<file path="src/rtl/cl_pkg.sv">
package cl_pkg;
    typedef enum logic [1:0] {
        CS_FULL    = 2'd0,
        CS_PARTIAL = 2'd1,
        CS_STARVED = 2'd2
    } credit_state_e;

    typedef enum logic [1:0] {
        T_HOLD   = 2'd0,
        T_SPEND  = 2'd1,
        T_REFUND = 2'd2,
        T_SWAP   = 2'd3
    } credit_move_e;
endpackage

</file>
<file path="src/rtl/cl_pipe.sv">
module cl_pipe #(
    parameter int W     = 8,
    parameter int DEPTH = 2
) (
    input  logic         clk,
    input  logic         rst_n,
    input  logic [W-1:0] d_i,
    output logic [W-1:0] d_o
);
    generate
        if (DEPTH == 0) begin : g_wire
            assign d_o = d_i;
        end else begin : g_regs
            logic [W-1:0] stg [DEPTH];
            always_ff @(posedge clk or negedge rst_n) begin
                if (!rst_n) begin
                    for (int i = 0; i < DEPTH; i++) stg[i] <= '0;
                end else begin
                    stg[0] <= d_i;
                    for (int i = 1; i < DEPTH; i++) stg[i] <= stg[i-1];
                end
            end
            assign d_o = stg[DEPTH-1];
        end
    endgenerate
endmodule

</file>
<file path="src/rtl/cl_sender.sv">
module cl_sender
    import cl_pkg::*;
#(
    parameter int DATA_W = 8,
    parameter int SLOTS  = 4,
    parameter int CNT_W  = 3
) (
    input  logic            clk,
    input  logic            rst_n,
    input  logic            in_valid,
    input  logic [DATA_W-1:0] in_data,
    output logic            in_ready,
    input  logic            credit_i,
    output logic [DATA_W:0] fwd_o
);
    localparam logic [CNT_W-1:0] CNT_TOP = CNT_W'(SLOTS);

    credit_state_e    state_q, state_d;
    credit_move_e     move;
    logic [CNT_W-1:0] cnt_q, cnt_d;
    logic             send;

    assign send = in_valid && in_ready;
    assign move = credit_move_e'({credit_i, send});

    always_comb begin
        unique case (move)
            T_SPEND:  cnt_d = cnt_q - CNT_W'(1);
            T_REFUND: cnt_d = cnt_q + CNT_W'(1);
            T_SWAP:   cnt_d = cnt_q;
            default:  cnt_d = cnt_q;
        endcase
        if (cnt_d == '0)           state_d = CS_STARVED;
        else if (cnt_d == CNT_TOP) state_d = CS_FULL;
        else                       state_d = CS_PARTIAL;
    end

    // state register
    always_ff @(posedge clk or negedge rst_n) begin
        if (!rst_n) begin
            state_q <= CS_FULL;
            cnt_q   <= CNT_TOP;
        end else begin
            state_q <= state_d;
            cnt_q   <= cnt_d;
        end
    end

    // outputs
    always_comb begin
        unique case (state_q)
            CS_FULL:    in_ready = 1'b1;
            CS_PARTIAL: in_ready = 1'b1;
            CS_STARVED: in_ready = 1'b0;
            default:    in_ready = 1'b0;
        endcase
    end

    assign fwd_o = send ? {1'b1, in_data} : '0;

    a_r3_ready_needs_credit: assert property (@(posedge clk) disable iff (!rst_n)
        (cnt_q == '0) |-> !in_ready);
    a_r4_dry_stays_dry: assert property (@(posedge clk) disable iff (!rst_n)
        (cnt_q == '0 && !credit_i) |=> (cnt_q == '0));
    a_r5_refund_adds: assert property (@(posedge clk) disable iff (!rst_n)
        (credit_i && !send) |=> (cnt_q == $past(cnt_q) + CNT_W'(1)));
    a_r6_swap_keeps: assert property (@(posedge clk) disable iff (!rst_n)
        (credit_i && send) |=> $stable(cnt_q));
    a_r8_count_bounded: assert property (@(posedge clk) disable iff (!rst_n)
        cnt_q <= CNT_TOP);
endmodule

</file>
<file path="src/rtl/cl_rx_buf.sv">
module cl_rx_buf #(
    parameter int DATA_W = 8,
    parameter int SLOTS  = 4,
    parameter int CNT_W  = 3
) (
    input  logic            clk,
    input  logic            rst_n,
    input  logic [DATA_W:0] fwd_i,
    output logic            out_valid,
    input  logic            out_ready,
    output logic [DATA_W-1:0] out_data,
    output logic            credit_o
);
    localparam int PTR_W = (SLOTS > 1) ? $clog2(SLOTS) : 1;
    localparam logic [PTR_W-1:0] PTR_LAST = PTR_W'(SLOTS - 1);

    logic [DATA_W-1:0] mem [SLOTS];
    logic [PTR_W-1:0]  wr_q, rd_q;
    logic [CNT_W-1:0]  fill_q;
    logic              push, pop;

    assign push      = fwd_i[DATA_W];
    assign out_valid = (fill_q != '0);
    assign pop       = out_valid && out_ready;
    assign out_data  = mem[rd_q];
    assign credit_o  = pop;

    always_ff @(posedge clk or negedge rst_n) begin
        if (!rst_n) begin
            wr_q   <= '0;
            rd_q   <= '0;
            fill_q <= '0;
            for (int i = 0; i < SLOTS; i++) mem[i] <= '0;
        end else begin
            if (push) begin
                mem[wr_q] <= fwd_i[DATA_W-1:0];
                wr_q      <= (wr_q == PTR_LAST) ? '0 : wr_q + PTR_W'(1);
            end
            if (pop) rd_q <= (rd_q == PTR_LAST) ? '0 : rd_q + PTR_W'(1);
            if (push && !pop)      fill_q <= fill_q + CNT_W'(1);
            else if (pop && !push) fill_q <= fill_q - CNT_W'(1);
        end
    end

    a_r8_no_overflow: assert property (@(posedge clk) disable iff (!rst_n)
        push |-> (fill_q < CNT_W'(SLOTS)) || pop);
    a_r9_hold_output: assert property (@(posedge clk) disable iff (!rst_n)
        (out_valid && !out_ready) |=> (out_valid && $stable(out_data)));
endmodule

</file>
<file path="src/rtl/credit_link.sv">
module credit_link #(
    parameter int DATA_W     = 8,
    parameter int FWD_STAGES = 3,
    parameter int BWD_STAGES = 2
) (
    input  logic              clk,
    input  logic              rst_n,
    input  logic              in_valid,
    output logic              in_ready,
    input  logic [DATA_W-1:0] in_data,
    output logic              out_valid,
    input  logic              out_ready,
    output logic [DATA_W-1:0] out_data
);
    localparam int SLOTS = FWD_STAGES + BWD_STAGES;
    localparam int CNT_W = $clog2(SLOTS + 1);

    logic [DATA_W:0] fwd_near, fwd_far;
    logic [0:0]      cred_near, cred_far;

    cl_sender #(.DATA_W(DATA_W), .SLOTS(SLOTS), .CNT_W(CNT_W)) u_send (
        .clk(clk), .rst_n(rst_n), .in_valid(in_valid), .in_data(in_data),
        .in_ready(in_ready), .credit_i(cred_far[0]), .fwd_o(fwd_near));

    cl_pipe #(.W(DATA_W + 1), .DEPTH(FWD_STAGES)) u_fwd (
        .clk(clk), .rst_n(rst_n), .d_i(fwd_near), .d_o(fwd_far));

    cl_rx_buf #(.DATA_W(DATA_W), .SLOTS(SLOTS), .CNT_W(CNT_W)) u_rx (
        .clk(clk), .rst_n(rst_n), .fwd_i(fwd_far), .out_valid(out_valid),
        .out_ready(out_ready), .out_data(out_data), .credit_o(cred_near[0]));

    cl_pipe #(.W(1), .DEPTH(BWD_STAGES)) u_bwd (
        .clk(clk), .rst_n(rst_n), .d_i(cred_near), .d_o(cred_far));

    a_r1_reset_state: assert property (@(posedge clk)
        $rose(rst_n) |-> (in_ready && !out_valid));
endmodule

</file>
<file path="config.mk">
export PLATFORM = sky130hd
export DESIGN_NAME = credit_link
export DESIGN_NICKNAME = d
export VERILOG_FILES = /design/src/rtl/cl_pkg.sv /design/src/rtl/cl_pipe.sv /design/src/rtl/cl_sender.sv /design/src/rtl/cl_rx_buf.sv /design/src/rtl/credit_link.sv
export SDC_FILE = /design/constraint.sdc
export NUM_CORES = 1
export LEC_CHECK = 0
export ABC_CLOCK_PERIOD_IN_PS = 6250
export BUFFER_PORTS_ARGS = -buffer_cell sky130_fd_sc_hd__buf_2
export CORE_MARGIN = 1
export CORE_UTILIZATION = 55
export DETAILED_ROUTE_END_ITERATION = 16
export PLACE_DENSITY = 0.73
export SLEW_MARGIN = 20
export SYNTH_ARGS = -nofsm -noshare
export SYNTH_HDL_FRONTEND = slang
export SYNTH_SLANG_ARGS = --single-unit
</file>
<file path="constraint.sdc">
create_clock -name clk -period 6.25 [get_ports clk]
set_input_delay 1.5625 -clock clk [delete_from_list [all_inputs] [get_ports clk]]
set_output_delay 1.5625 -clock clk [all_outputs]
set_load 0.01 [all_outputs]
</file>
* Word-level counts from Yosys, hierarchy flattened
Index checks and enable logic that the tools add are counted.
** Storage, ports and cells
- Register bits :: 83
- Logic and storage cells :: 59
** Cells by class
- $add $sub $neg :: 6
- Magnitude comparators :: 3
- Eq/ne operators :: 6
- Multiplexer cells :: 15
- Bitwise gates (word level) :: 2
- Reduce and logical (&&, ||, !) cells :: 12
** Operators with widths (number)
- $bwmux W40 :: 1
- $bmux W8 S3 :: 1
- $demux W8 S3 :: 1
- $mux W8 :: 3
- $add A3 B1 Y3 const B :: 4
- $mux W3 :: 4
- $eq A3 B3 Y1 const B :: 3
- $mux W9 :: 1
- $ge A4 B4 Y1 const B :: 2
- $not A3 Y4 :: 2
- $pmux W3 S2 :: 1
- $sub A3 B1 Y3 const B :: 2
- $logic_and A1 B1 Y1 :: 5
- $eq A2 B1 Y1 const B :: 2
- $lt A4 B1 Y1 const B :: 1
- $logic_not A3 Y1 :: 1
- $reduce_bool A3 Y1 :: 1
- $eq A2 B2 Y1 const B :: 1
- $logic_not A1 Y1 :: 2
- $logic_not A2 Y1 :: 1
- $mux W1 :: 2
- $mux W2 :: 1
- $reduce_bool A2 Y1 :: 1
- $reduce_or A2 Y1 :: 1

* Logic depth before layout (Yosys ltp)
Gate-level depths: netlist of the first run.
- Depth in word-level cells :: 9
- Mapped depth :: 9
- Mapped depth without buffers :: 8

* Hierarchy
Synthesis of the first run repeated with hierarchy kept, for this count alone.
** Second synthesis, totals
- Cells, all modules :: 237
- Area, all modules :: 3415.8 um^2
** Modules (own cells, without submodules)
- cl_rx_buf :: times used 1, cells an instance 172, area each 2344.7 um^2
- cl_pipe at u_fwd :: times used 1, cells an instance 36, area each 743.2 um^2
- cl_sender :: times used 1, cells an instance 27, area each 277.8 um^2
- cl_pipe at u_bwd :: times used 1, cells an instance 2, area each 50.0 um^2

* Least setup slack after synthesis of the first run
No wires, ideal clock.
- Kind :: in2reg
- From :: input in_valid
- To :: register u_send.state_q[1]
- Setup time :: 0.105 ns
- Arrival :: 3.090 ns
- Data required time :: 6.145 ns
- Setup slack :: 3.055 ns
- Stages :: 8
- Buffers on the path :: 1
- Cells stage by stage :: nor2b_1 > clkbuf_1 > inv_1 > ha_1 > inv_1 > fa_1 > mux2_2 > nor4b_1
** Between the ends
- Cells in the longest elaborated chain, start to end :: 5
- Elaborated cells between the ends (all ways) :: 6
- Those cells by class :: eq/ne (2); mux (2); reduce/logical (2)
** Ends and longest elaborated chain
- start: declaration :: line credit_link.sv:8 : input logic in_valid,
- $logic_and A1 B1 Y1 (*) :: line cl_sender.sv:23 : assign send = in_valid && in_ready;
- $eq A2 B2 Y1 or $eq A2 B1 Y1 (tied branches) :: line cl_sender.sv:27 : unique case (move)
- $pmux W3 S2 (*) :: line cl_sender.sv:27
- net u_send.cnt_d[1] :: line cl_sender.sv:20 : logic [CNT_W-1:0] cnt_q, cnt_d;
- $logic_not A3 Y1 (*) :: line cl_sender.sv:33 : if (cnt_d == '0) state_d = CS_STARVED;
- $mux W2 (*) :: line cl_sender.sv:33
- net u_send.state_d[1] :: line cl_sender.sv:18 : credit_state_e state_q, state_d;
- end signal: assignment :: line cl_sender.sv:44 : state_q <= state_d;
- end: declaration :: line cl_sender.sv:18
The timed path passes the listed nets; every way through them passes the cells marked *.
A chain may end at the register's enable or synchronous reset.

* Worst setup path in the final report of the first run
- From :: register u_rx.rd_q[0]
- To :: output out_data[5]
** Between the ends
- Cells in the longest elaborated chain, start to end :: 4
** Ends and longest elaborated chain
- start: declaration :: line cl_rx_buf.sv:18 : logic [PTR_W-1:0] wr_q, rd_q;
- start signal: assignment :: line cl_rx_buf.sv:39 : if (pop) rd_q <= (rd_q == PTR_LAST) ? '0 : rd_q + PTR_W'(1);
- $not A3 Y4 (not written as such) :: line cl_rx_buf.sv:25 : assign out_data = mem[rd_q];
- $bmux W8 S3 :: line cl_rx_buf.sv:25
- $mux W8 (not written as such) (2 in a row) :: line cl_rx_buf.sv:25
- end: declaration :: line credit_link.sv:13 : output logic [DATA_W-1:0] out_data
Every way passes these cells. The select of a mux whose other input is x is not followed.

==> results.json, run 1 <==
{
  "p_switching_mw": 0.562,
  "postCtsSetupRepairBufs": 0,
  "cts_htree_levels": 3,
  "synthCells": 234,
  "ys.flop_type": "dfrtp_1",
  "internal_power_mw": 1.22,
  "power_density_mw_per_mm2": 477,
  "synth_fp_nets": 254,
  "vias": 1807,
  "cts.path.max_buffers": 2,
  "postCtsResizedCells": 0,
  "final_nets": 279,
  "cts_root_buf": "clkbuf_8",
  "seqPwrFrac_pct": 47.9,
  "die_h_microns": 80.1,
  "ir_drop_v": 0.000230,
  "relSlewSlack_pct": 39.7,
  "wl_per_cell_microns": 16.0,
  "setup_tns_ns": 0,
  "track_usage_pct": 19.5,
  "drt-pass1-iter-count": 4,
  "yosysMostFrequentCell": "dfrtp_1",
  "antenna_found_initial": 0,
  "cp.required_ns": 4.69,
  "worstPathArrival_ns": 2.29,
  "drt_iter0_drc": 106,
  "die_width_microns": 80.1,
  "grt_max_degree": 83,
  "cts_hold_buf": 0,
  "swShare_pct": 31.6,
  "combPwrFrac_pct": 30.6,
  "seq_area_frac_synth_pct": 61.2,
  "clk_latency_ns": 0.34,
  "p_clk_share_pct": 21.5,
  "fmax_mhz": 259,
  "reg2reg_slack_ns": 4.04,
  "portBuffers": 21,
  "worstMarginPinSlew_ns": 0.902,
  "dieArea_sq_mm": 0.00642,
  "cp-start-kind": "flop",
  "start_util_pct": 57.0,
  "skew_ns": 0.0114,
  "ys_warn_count": 0,
  "cts_tree": "done",
  "dp_hpwl_microns": 3480,
  "fin_crit_ns": 3.86,
  "std_cell_rows": 28,
  "setup_viol": 0,
  "coreArea_sq_mm": 0.00589,
  "slew_viol_final": 0,
  "path_class": "reg2out",
  "yosys-top-cells-area": "dfrtp_1 60%, mux2_2 14%, mux2_4 3.6%",
  "cts_buffers": 9,
  "cap_violations": 0,
  "route.detailed.drc": 0,
  "drive_gt1_share_pct": 35.6,
  "via_per_inst": 5.33,
  "grt_pass1_wl_microns": 9030,
  "leakage_nw": 1.81,
  "status": "complete, no violations",
  "area_growth_pct": 11.1,
  "num_antenna_cells": 0,
  "grt_pass1_vias": 1847,
  "path_max_fanout": 14,
  "overflow": 0,
  "synth.top_cell.area_share_pct": 59.7,
  "postSynthAreaPerCell_sq_um": 14.3,
  "multiInputGateArea_sq_mm": 0.00123,
  "seqCellArea_sq_mm": 0.00205,
  "finalWirelength_microns": 5410,
  "cts.sinks": 82,
  "whs_ns": 0.348,
  "synth_common_cells": "80 x dfrtp_1, 41 x mux2_2, 12 x o21ai_0",
  "synth-edff-count": 0,
  "synth-seq-cells": 82,
  "rsz0062_at_grt": "false",
  "cp-end-kind": "output port",
  "drtAntennaViolNets": 0,
  "synth_cell_types": 36,
  "num-fill-cells": 461,
  "period_share_pct": 61.7,
  "hold_viol_final": 0,
  "hold_class": "reg2reg",
  "syn_area_sq_mm": 0.00336,
  "clk_pin_slew_worst_paths_ns": 0.08,
  "gp_congestion": 0.763,
  "ioPinCount": 22,
  "yosys.area.top_type": "dfrtp_1",
  "async_flop_share_pct": 100
}
## logic make-up (layout without fill, tap and decap cells)
group / after synthesis / count (layout) / share of synthesized area (%)
AND/OR/NAND/NOR: 42 / 42 / 7.35
flip-flops: 82 / 82 / 61.2
AO/OA/AOI/OAI: 23 / 23 / 4.55
buffers and inverters: 16 / 46 / 2.13
adder cells (fa/ha/maj): 8 / 8 / 3.43
XOR/XNOR: 5 / 5 / 1.31
multiplexers: 58 / 58 / 20.0
## through the flow
step                      area (sq um)  cells  worst slack (ns)  utilization (%)  power [mW]
after detailed placement          3520    323              2.75             59.8        1.41
final                             3730    339              2.39             63.4        1.78
after global placement            3520    323              2.82             59.8        1.39
after floorplan                   3360    234              3.06                -        1.26
after CTS                         3720    339              2.46             63.3        1.80
after global routing              3730    339              2.35             63.4        1.90
## placed cells by master, fill, tap and decap left out, drive strengths merged, types with 3 or more instances in the layout
master,synthesis,routed
a221o,5,5
and2,8,8
buf,4,21
clkbuf,3,12
dfrtp,80,80
ha,6,6
inv,9,9
mux2,49,49
mux2i,9,9
nand2,8,8
nand3,3,3
nor2,9,9
nor3,4,4
o21ai,12,12
xor2,3,3
## routing by layer
metal	part of all wire, %	GRT usage, %
met1	48	25.9
met2	48	30.3
met3	2.0	3.64
met4	2.0	10.9
met5	0	0
## power groups by stage
stage / sequential (mW) / combinational (mW) / clock, mW
after detailed placement: 0.861 / 0.552 / 0
after global routing: 0.879 / 0.605 / 0.417
after global placement: 0.855 / 0.534 / 0
after floorplan: 0.791 / 0.465 / 0
final: 0.852 / 0.544 / 0.383
after CTS: 0.852 / 0.552 / 0.392
## registers in the layout (all words and copies together) (netlist names)
name and count:
u_rx.rd_q 3, u_bwd.g_regs.stg 1, u_bwd.d_o 1, u_rx.mem 40, u_fwd.g_regs.stg 18, u_fwd.d_o 9
u_send.cnt_q 3, u_send.state_q 1, u_rx.wr_q 3, u_rx.fill_q 3
## area by class of cell
class | instances | share of cell area, %
Multi-Input combinational cell | 136 | 33.0
Sequential cell | 82 | 55.1
Clock inverter | 4 | 1.34
Timing Repair Buffer | 21 | 2.99
Inverter | 9 | 0.906
Tap cell | 75 | 2.52
Clock buffer | 12 | 4.16
## worst max-delay path, cell delays in order (launching register included)
cell,delay [ns]
dfrtp_1,0.71
nor3b_1,0.80
a22oi_1,0.19
o21ai_0,0.10
buf_2,0.15
## final timing paths
path,cells past startpoint,to,startpoint
max,4,out_data[5],u_rx.rd_q[0]
min,0,u_fwd.g_regs.stg[13],u_fwd.g_regs.stg[22]
max reg2reg,7,u_send.state_q[1],u_send.state_q[1]
min reg2reg,0,u_fwd.g_regs.stg[13],u_fwd.g_regs.stg[22]
max in group asynchronous,1,u_rx.wr_q[2],rst_n
min in group asynchronous,1,u_rx.mem[0],rst_n
Note: power is estimated with default switching activity, not from simulation.
==> run 2, diff against run 1 <==
Settings changed: ABC_CLOCK_PERIOD_IN_PS 6250 to 3740.
Clock period 6.25 ns to 3.74 ns, I/O delays scaled along.
==> run 2 against run 1 <==
  * Worst setup slack lost 1.6 ns
  * Sequential cell count is the same
  * Power grew 65%
  * Sequential power is 67% higher
  * Clock skew up 0.0094 ns
==> results.json, run 2 (synthesis gave the netlist of run 1 again) <==
{
  "status": "complete, no violations",
  "drtAntennaViolNets": 0,
  "layout_commonest_cell": "dfrtp_1",
  "drt_iter0_drc": 130,
  "rsz0062_at_grt": "false",
  "leakage_nw": 1.81,
  "grt_max_degree": 83,
  "worstMarginPinSlew_ns": 0.820,
  "hold_viol_final": 0,
  "overflow": 0,
  "reg2reg_slack_ns": 1.52,
  "die_h_microns": 80.1,
  "std_cell_rows": 28,
  "regMostFlops": "u_rx.mem",
  "grt_pass1_wl_microns": 9020,
  "setup_viol": 0,
  "grt_busiest_layer": "met1",
  "r2r_cells": 7,
  "final_nets": 280,
  "drt-pass1-iter-count": 4,
  "met2_usage_pct": 28.3,
  "area_growth_pct": 10.7,
  "clk_latency_ns": 0.35,
  "cp-start-kind": "flop",
  "r2r-end": "u_send.state_q[1]",
  "cts_tree": "done",
  "rr_startpoint": "u_send.state_q[1]",
  "num-fill-cells": 449,
  "design_area_sq_mm": 0.00372,
  "cap_violations": 0,
  "ioPinCount": 22,
  "hold_class": "reg2reg",
  "crit_slowest_cell": "dfrtp_1",
  "via_per_inst": 5.33,
  "drive_gt1_share_pct": 36.2,
  "fmax_mhz": 344,
  "power_density_mw_per_mm2": 791,
  "cp.required_ns": 2.80,
  "multiInputGateArea_sq_mm": 0.00123,
  "clk_pin_slew_worst_paths_ns": 0.09,
  "slew_viol_final": 0,
  "period_share_pct": 77.7,
  "route.detailed.drc": 0,
  "track_usage_pct": 19.6,
  "relSlewSlack_pct": 45.0,
  "cts_buffers": 9,
  "wl_per_cell_microns": 16.0,
  "coreArea_sq_mm": 0.00589,
  "vias": 1813,
  "worstPathArrival_ns": 1.97,
  "die_width_microns": 80.1,
  "cts.sinks": 82,
  "placed_cell_area_sq_mm": 0.00353,
  "postCtsSetupRepairBufs": 0,
  "start_util_pct": 57.0,
  "crit_start": "u_rx.rd_q[0]",
  "hold_depth": 0,
  "cp_num_cells": 3,
  "fin_crit_ns": 2.90,
  "min_to": "u_fwd.d_o[3]",
  "gp_congestion": 0.717,
  "cts.path.max_buffers": 2,
  "worstHoldStart": "u_fwd.g_regs.stg[12]",
  "finalWirelength_microns": 5450,
  "path_max_fanout": 14,
  "cts_root_buf": "clkbuf_8",
  "crit_family": "flip-flops",
  "portBuffers": 21,
  "cts_hold_buf": 0,
  "dieArea_sq_mm": 0.00642,
  "cts_htree_levels": 3,
  "max_stage_delay_ns": 0.61,
  "largest_reg_flops": 40,
  "postCtsResizedCells": 0,
  "grt_use_met3_pct": 3.75,
  "seqCellArea_sq_mm": 0.00205,
  "path_buf_inv": 1,
  "setup_tns_ns": 0,
  "grt_pass1_vias": 1814,
  "skew_ns": 0.0208,
  "met1_usage_pct": 28.5,
  "ir_drop_v": 0.000464,
  "cp_cell_sequence": "nor2_1 -> a221o_1 -> buf_2",
  "cp-end-kind": "output port",
  "final_cell_mix": "80 x dfrtp_1, 41 x mux2_2, 20 x buf_2",
  "antenna_found_initial": 0,
  "path_class": "reg2out",
  "dp_hpwl_microns": 3450,
  "num_antenna_cells": 0
}
==> run 2: layout make-up <==
class / count / share of cell area, %
Multi-Input combinational cell: 136 / 33.1
Sequential cell: 82 / 55.3
Tap cell: 75 / 2.53
Inverter: 9 / 0.909
Timing Repair Buffer: 22 / 3.20
Clock inverter: 6 / 1.28
Clock buffer: 10 / 3.70
==> run 2: worst max-delay path by stage <==
stage          slack [ns]                 to
2_1_floorplan        1.17  u_send.state_q[1]
3_3_place_gp         0.95  u_send.state_q[1]
3_5_place_dp         0.83  u_send.state_q[1]
4_1_cts              0.80        out_data[7]
5_1_grt              0.74        out_data[2]
6_report             0.84        out_data[7]
==> run 2: metrics by stage <==
step	cells	setup WS (ns)	hold slack, ns	total power [mW]	utilization [%]
after CTS	340	0.797	0.353	2.96	63.1
after global placement	324	0.951	0.332	2.33	59.9
after global routing	340	0.737	0.358	3.14	63.1
after detailed placement	324	0.829	0.335	2.37	59.9
after floorplan	234	1.17	0.331	2.10	-
final	340	0.836	0.353	2.94	63.1
==> run 2: report_power, final <==
part	leakage [nW]	switching, mW	internal [mW]	total (mW)
Clock	0.0937	0.329	0.267	0.595
Sequential	1.05	0.242	1.18	1.42
Combinational	0.658	0.406	0.515	0.922
Total	1.81	0.978	1.96	2.94
==> run 2: per-layer routing <==
metal | vias to the layer above | share of wire [%] | routed length [microns]
met1 | 908 | 49 | 2670
met3 | 8 | 2.7 | 147
met4 | 0 | 1.4 | 77
li1 | 865 | - | -
met2 | 32 | 47 | 2550
met5 | - | 0 | 0
==> run 3, diff against run 2 <==
Settings changed: ABC_CLOCK_PERIOD_IN_PS 3740 to 2500, CORE_UTILIZATION 55 to 53, PLACE_DENSITY 0.73 to 0.74.
Clock period 3.74 ns to 2.5 ns, I/O delays scaled along.
==> run 3 against run 2 <==
  * Clock-buffer cell count grew 3
  * Critical path depth grew 1
  * Sequential cell count is the same
  * Die area grew 3.7%
  * Critical path type unchanged
  * Utilization shrank 0.33 points
  * Worst setup slack lost 0.73 ns
  * Non-clock buffer count grew 9
==> results.json, run 3 (synthesis gave the netlist of run 1 again) <==
{
  "status": "complete, no violations",
  "final_cells": 348,
  "max_stage_delay_ns": 0.39,
  "cp-endpoint": "out_data[1]",
  "setup_viol": 0,
  "cp_cell_sequence": "buf_4 -> mux2_2 -> a221o_1 -> buf_2",
  "r2r_cells": 7,
  "relSlewSlack_pct": 59.6,
  "drive_gt1_share_pct": 37.7,
  "rr_startpoint": "u_rx.fill_q[0]",
  "combPwrFrac_pct": 35.0,
  "fin_crit_ns": 2.40,
  "seqPwrFrac_pct": 46.0,
  "coreArea_sq_mm": 0.00603,
  "slew_viol_final": 0,
  "period_share_pct": 95.9,
  "route.detailed.drc": 0,
  "clk_pin_slew_worst_paths_ns": 0.08,
  "dpl.cell_count": 333,
  "postCtsResizedCells": 1,
  "crit_slowest_cell": "dfrtp_1",
  "wl_per_cell_microns": 16.4,
  "hold_class": "in2async",
  "portBuffers": 21,
  "antenna_found_initial": 0,
  "r2r-end": "u_rx.fill_q[2]",
  "p_clk_share_pct": 19.0,
  "drt-pass1-iter-count": 4,
  "std_cell_rows": 28,
  "total_power_mw": 4.46,
  "drt_iter0_drc": 120,
  "die_width_microns": 81.6,
  "hold_viol_final": 0,
  "worstMarginPinSlew_ns": 0.600,
  "cp.required_ns": 1.88,
  "fmax_mhz": 417,
  "grt_pass1_wl_microns": 9420,
  "clk_latency_ns": 0.35,
  "grt_pass1_vias": 1828,
  "area_growth_pct": 12.8,
  "ioPinCount": 22,
  "regMostFlops": "u_rx.mem",
  "grt_max_degree": 56,
  "cp-start-kind": "flop",
  "die_h_microns": 81.6,
  "cp_num_cells": 4,
  "ir_drop_v": 0.000637,
  "setup_tns_ns": 0,
  "cts_htree_levels": 3,
  "cap_violations": 0,
  "crit_start": "u_rx.rd_q[2]",
  "swShare_pct": 32.5,
  "cp-end-kind": "output port",
  "gp_congestion": 0.719,
  "layout_commonest_cell": "dfrtp_1",
  "finalWirelength_microns": 5720,
  "path_max_fanout": 10,
  "dp_hpwl_microns": 3740,
  "cts_hold_buf": 0,
  "power_density_mw_per_mm2": 1180,
  "drtAntennaViolNets": 0,
  "num_antenna_cells": 0,
  "final_nets": 289,
  "path_buf_inv": 2,
  "final_util_pct": 62.8,
  "skew_ns": 0.0124,
  "postCtsSetupRepairBufs": 0,
  "via_per_inst": 5.34,
  "path_class": "reg2out",
  "cts_buffers": 9,
  "cts_root_buf": "clkbuf_8",
  "vias": 1859,
  "p_switching_mw": 1.45,
  "rsz0062_at_grt": "false",
  "cts.sinks": 82,
  "cts_tree": "done",
  "cts.path.max_buffers": 2,
  "dieArea_sq_mm": 0.00665,
  "start_util_pct": 55.7,
  "largest_reg_flops": 40,
  "leakage_nw": 1.85,
  "overflow": 0,
  "internal_power_mw": 3.01,
  "crit_family": "flip-flops",
  "reg2reg_slack_ns": 0.30,
  "track_usage_pct": 20.1,
  "final_cell_mix": "80 x dfrtp_1, 41 x mux2_2, 20 x buf_2",
  "worstPathArrival_ns": 1.77
}
run 3: final cells by class:
| type | instances | area, sq um |
|---|---|---|
| clock buffers | 13 | 159 |
| clock inverters | 2 | 13.8 |
| fillers | 470 | 2240 |
| inverters | 9 | 33.8 |
| multi-input cells | 136 | 1230 |
| flip-flops and latches | 82 | 2050 |
| well taps | 75 | 93.8 |
| repair buffers | 31 | 195 |
run 3: how the worst min path moves through the flow:
stage                          from              endpoint  slack [ns]
2_1_floorplan                 rst_n             u_bwd.d_o        0.33
5_1_grt                       rst_n           u_rx.mem[3]        0.19
6_report                      rst_n           u_rx.mem[3]        0.18
3_3_place_gp   u_fwd.g_regs.stg[23]  u_fwd.g_regs.stg[14]        0.33
3_5_place_dp   u_fwd.g_regs.stg[17]          u_fwd.d_o[8]        0.33
4_1_cts                       rst_n           u_rx.mem[3]        0.18
run 3: layer usage:
layer  GRT usage, %  share of wire (%)  vias up
li1               -                  -      881
met1           27.9                 48      939
met2           29.7                 47       28
met3           7.00                3.9       11
met4           6.84                1.5        0
met5              0                  0        -
run 3: stage by stage:
stage               worst slack (ns)  hold slack, ns  instance area (sq um)
floorplan                      0.243           0.329                   3360
global placement               0.283           0.332                   3610
detailed placement             0.220           0.335                   3610
CTS                           0.0959           0.184                   3780
global route                  0.0193           0.191                   3780
finish                         0.102           0.182                   3780
run 3: power groups by stage:
stage          clock, mW  combinational (mW)  sequential, mW
6_report           0.847                1.56            2.05
2_1_floorplan          0                1.16            1.98
3_3_place_gp           0                1.51            2.05
3_5_place_dp           0                1.56            2.07
4_1_cts            0.878                1.58            2.05
5_1_grt            0.922                1.73            2.11
run 3: worst register-to-register path, stage by stage (launching register included):
cell and delay (ns):
dfrtp_1 0.44, o31ai_1 0.57, ha_1 0.30, inv_1 0.06, fa_1 0.37, xor2_1 0.15
nor2_1 0.11, xor2_1 0.14
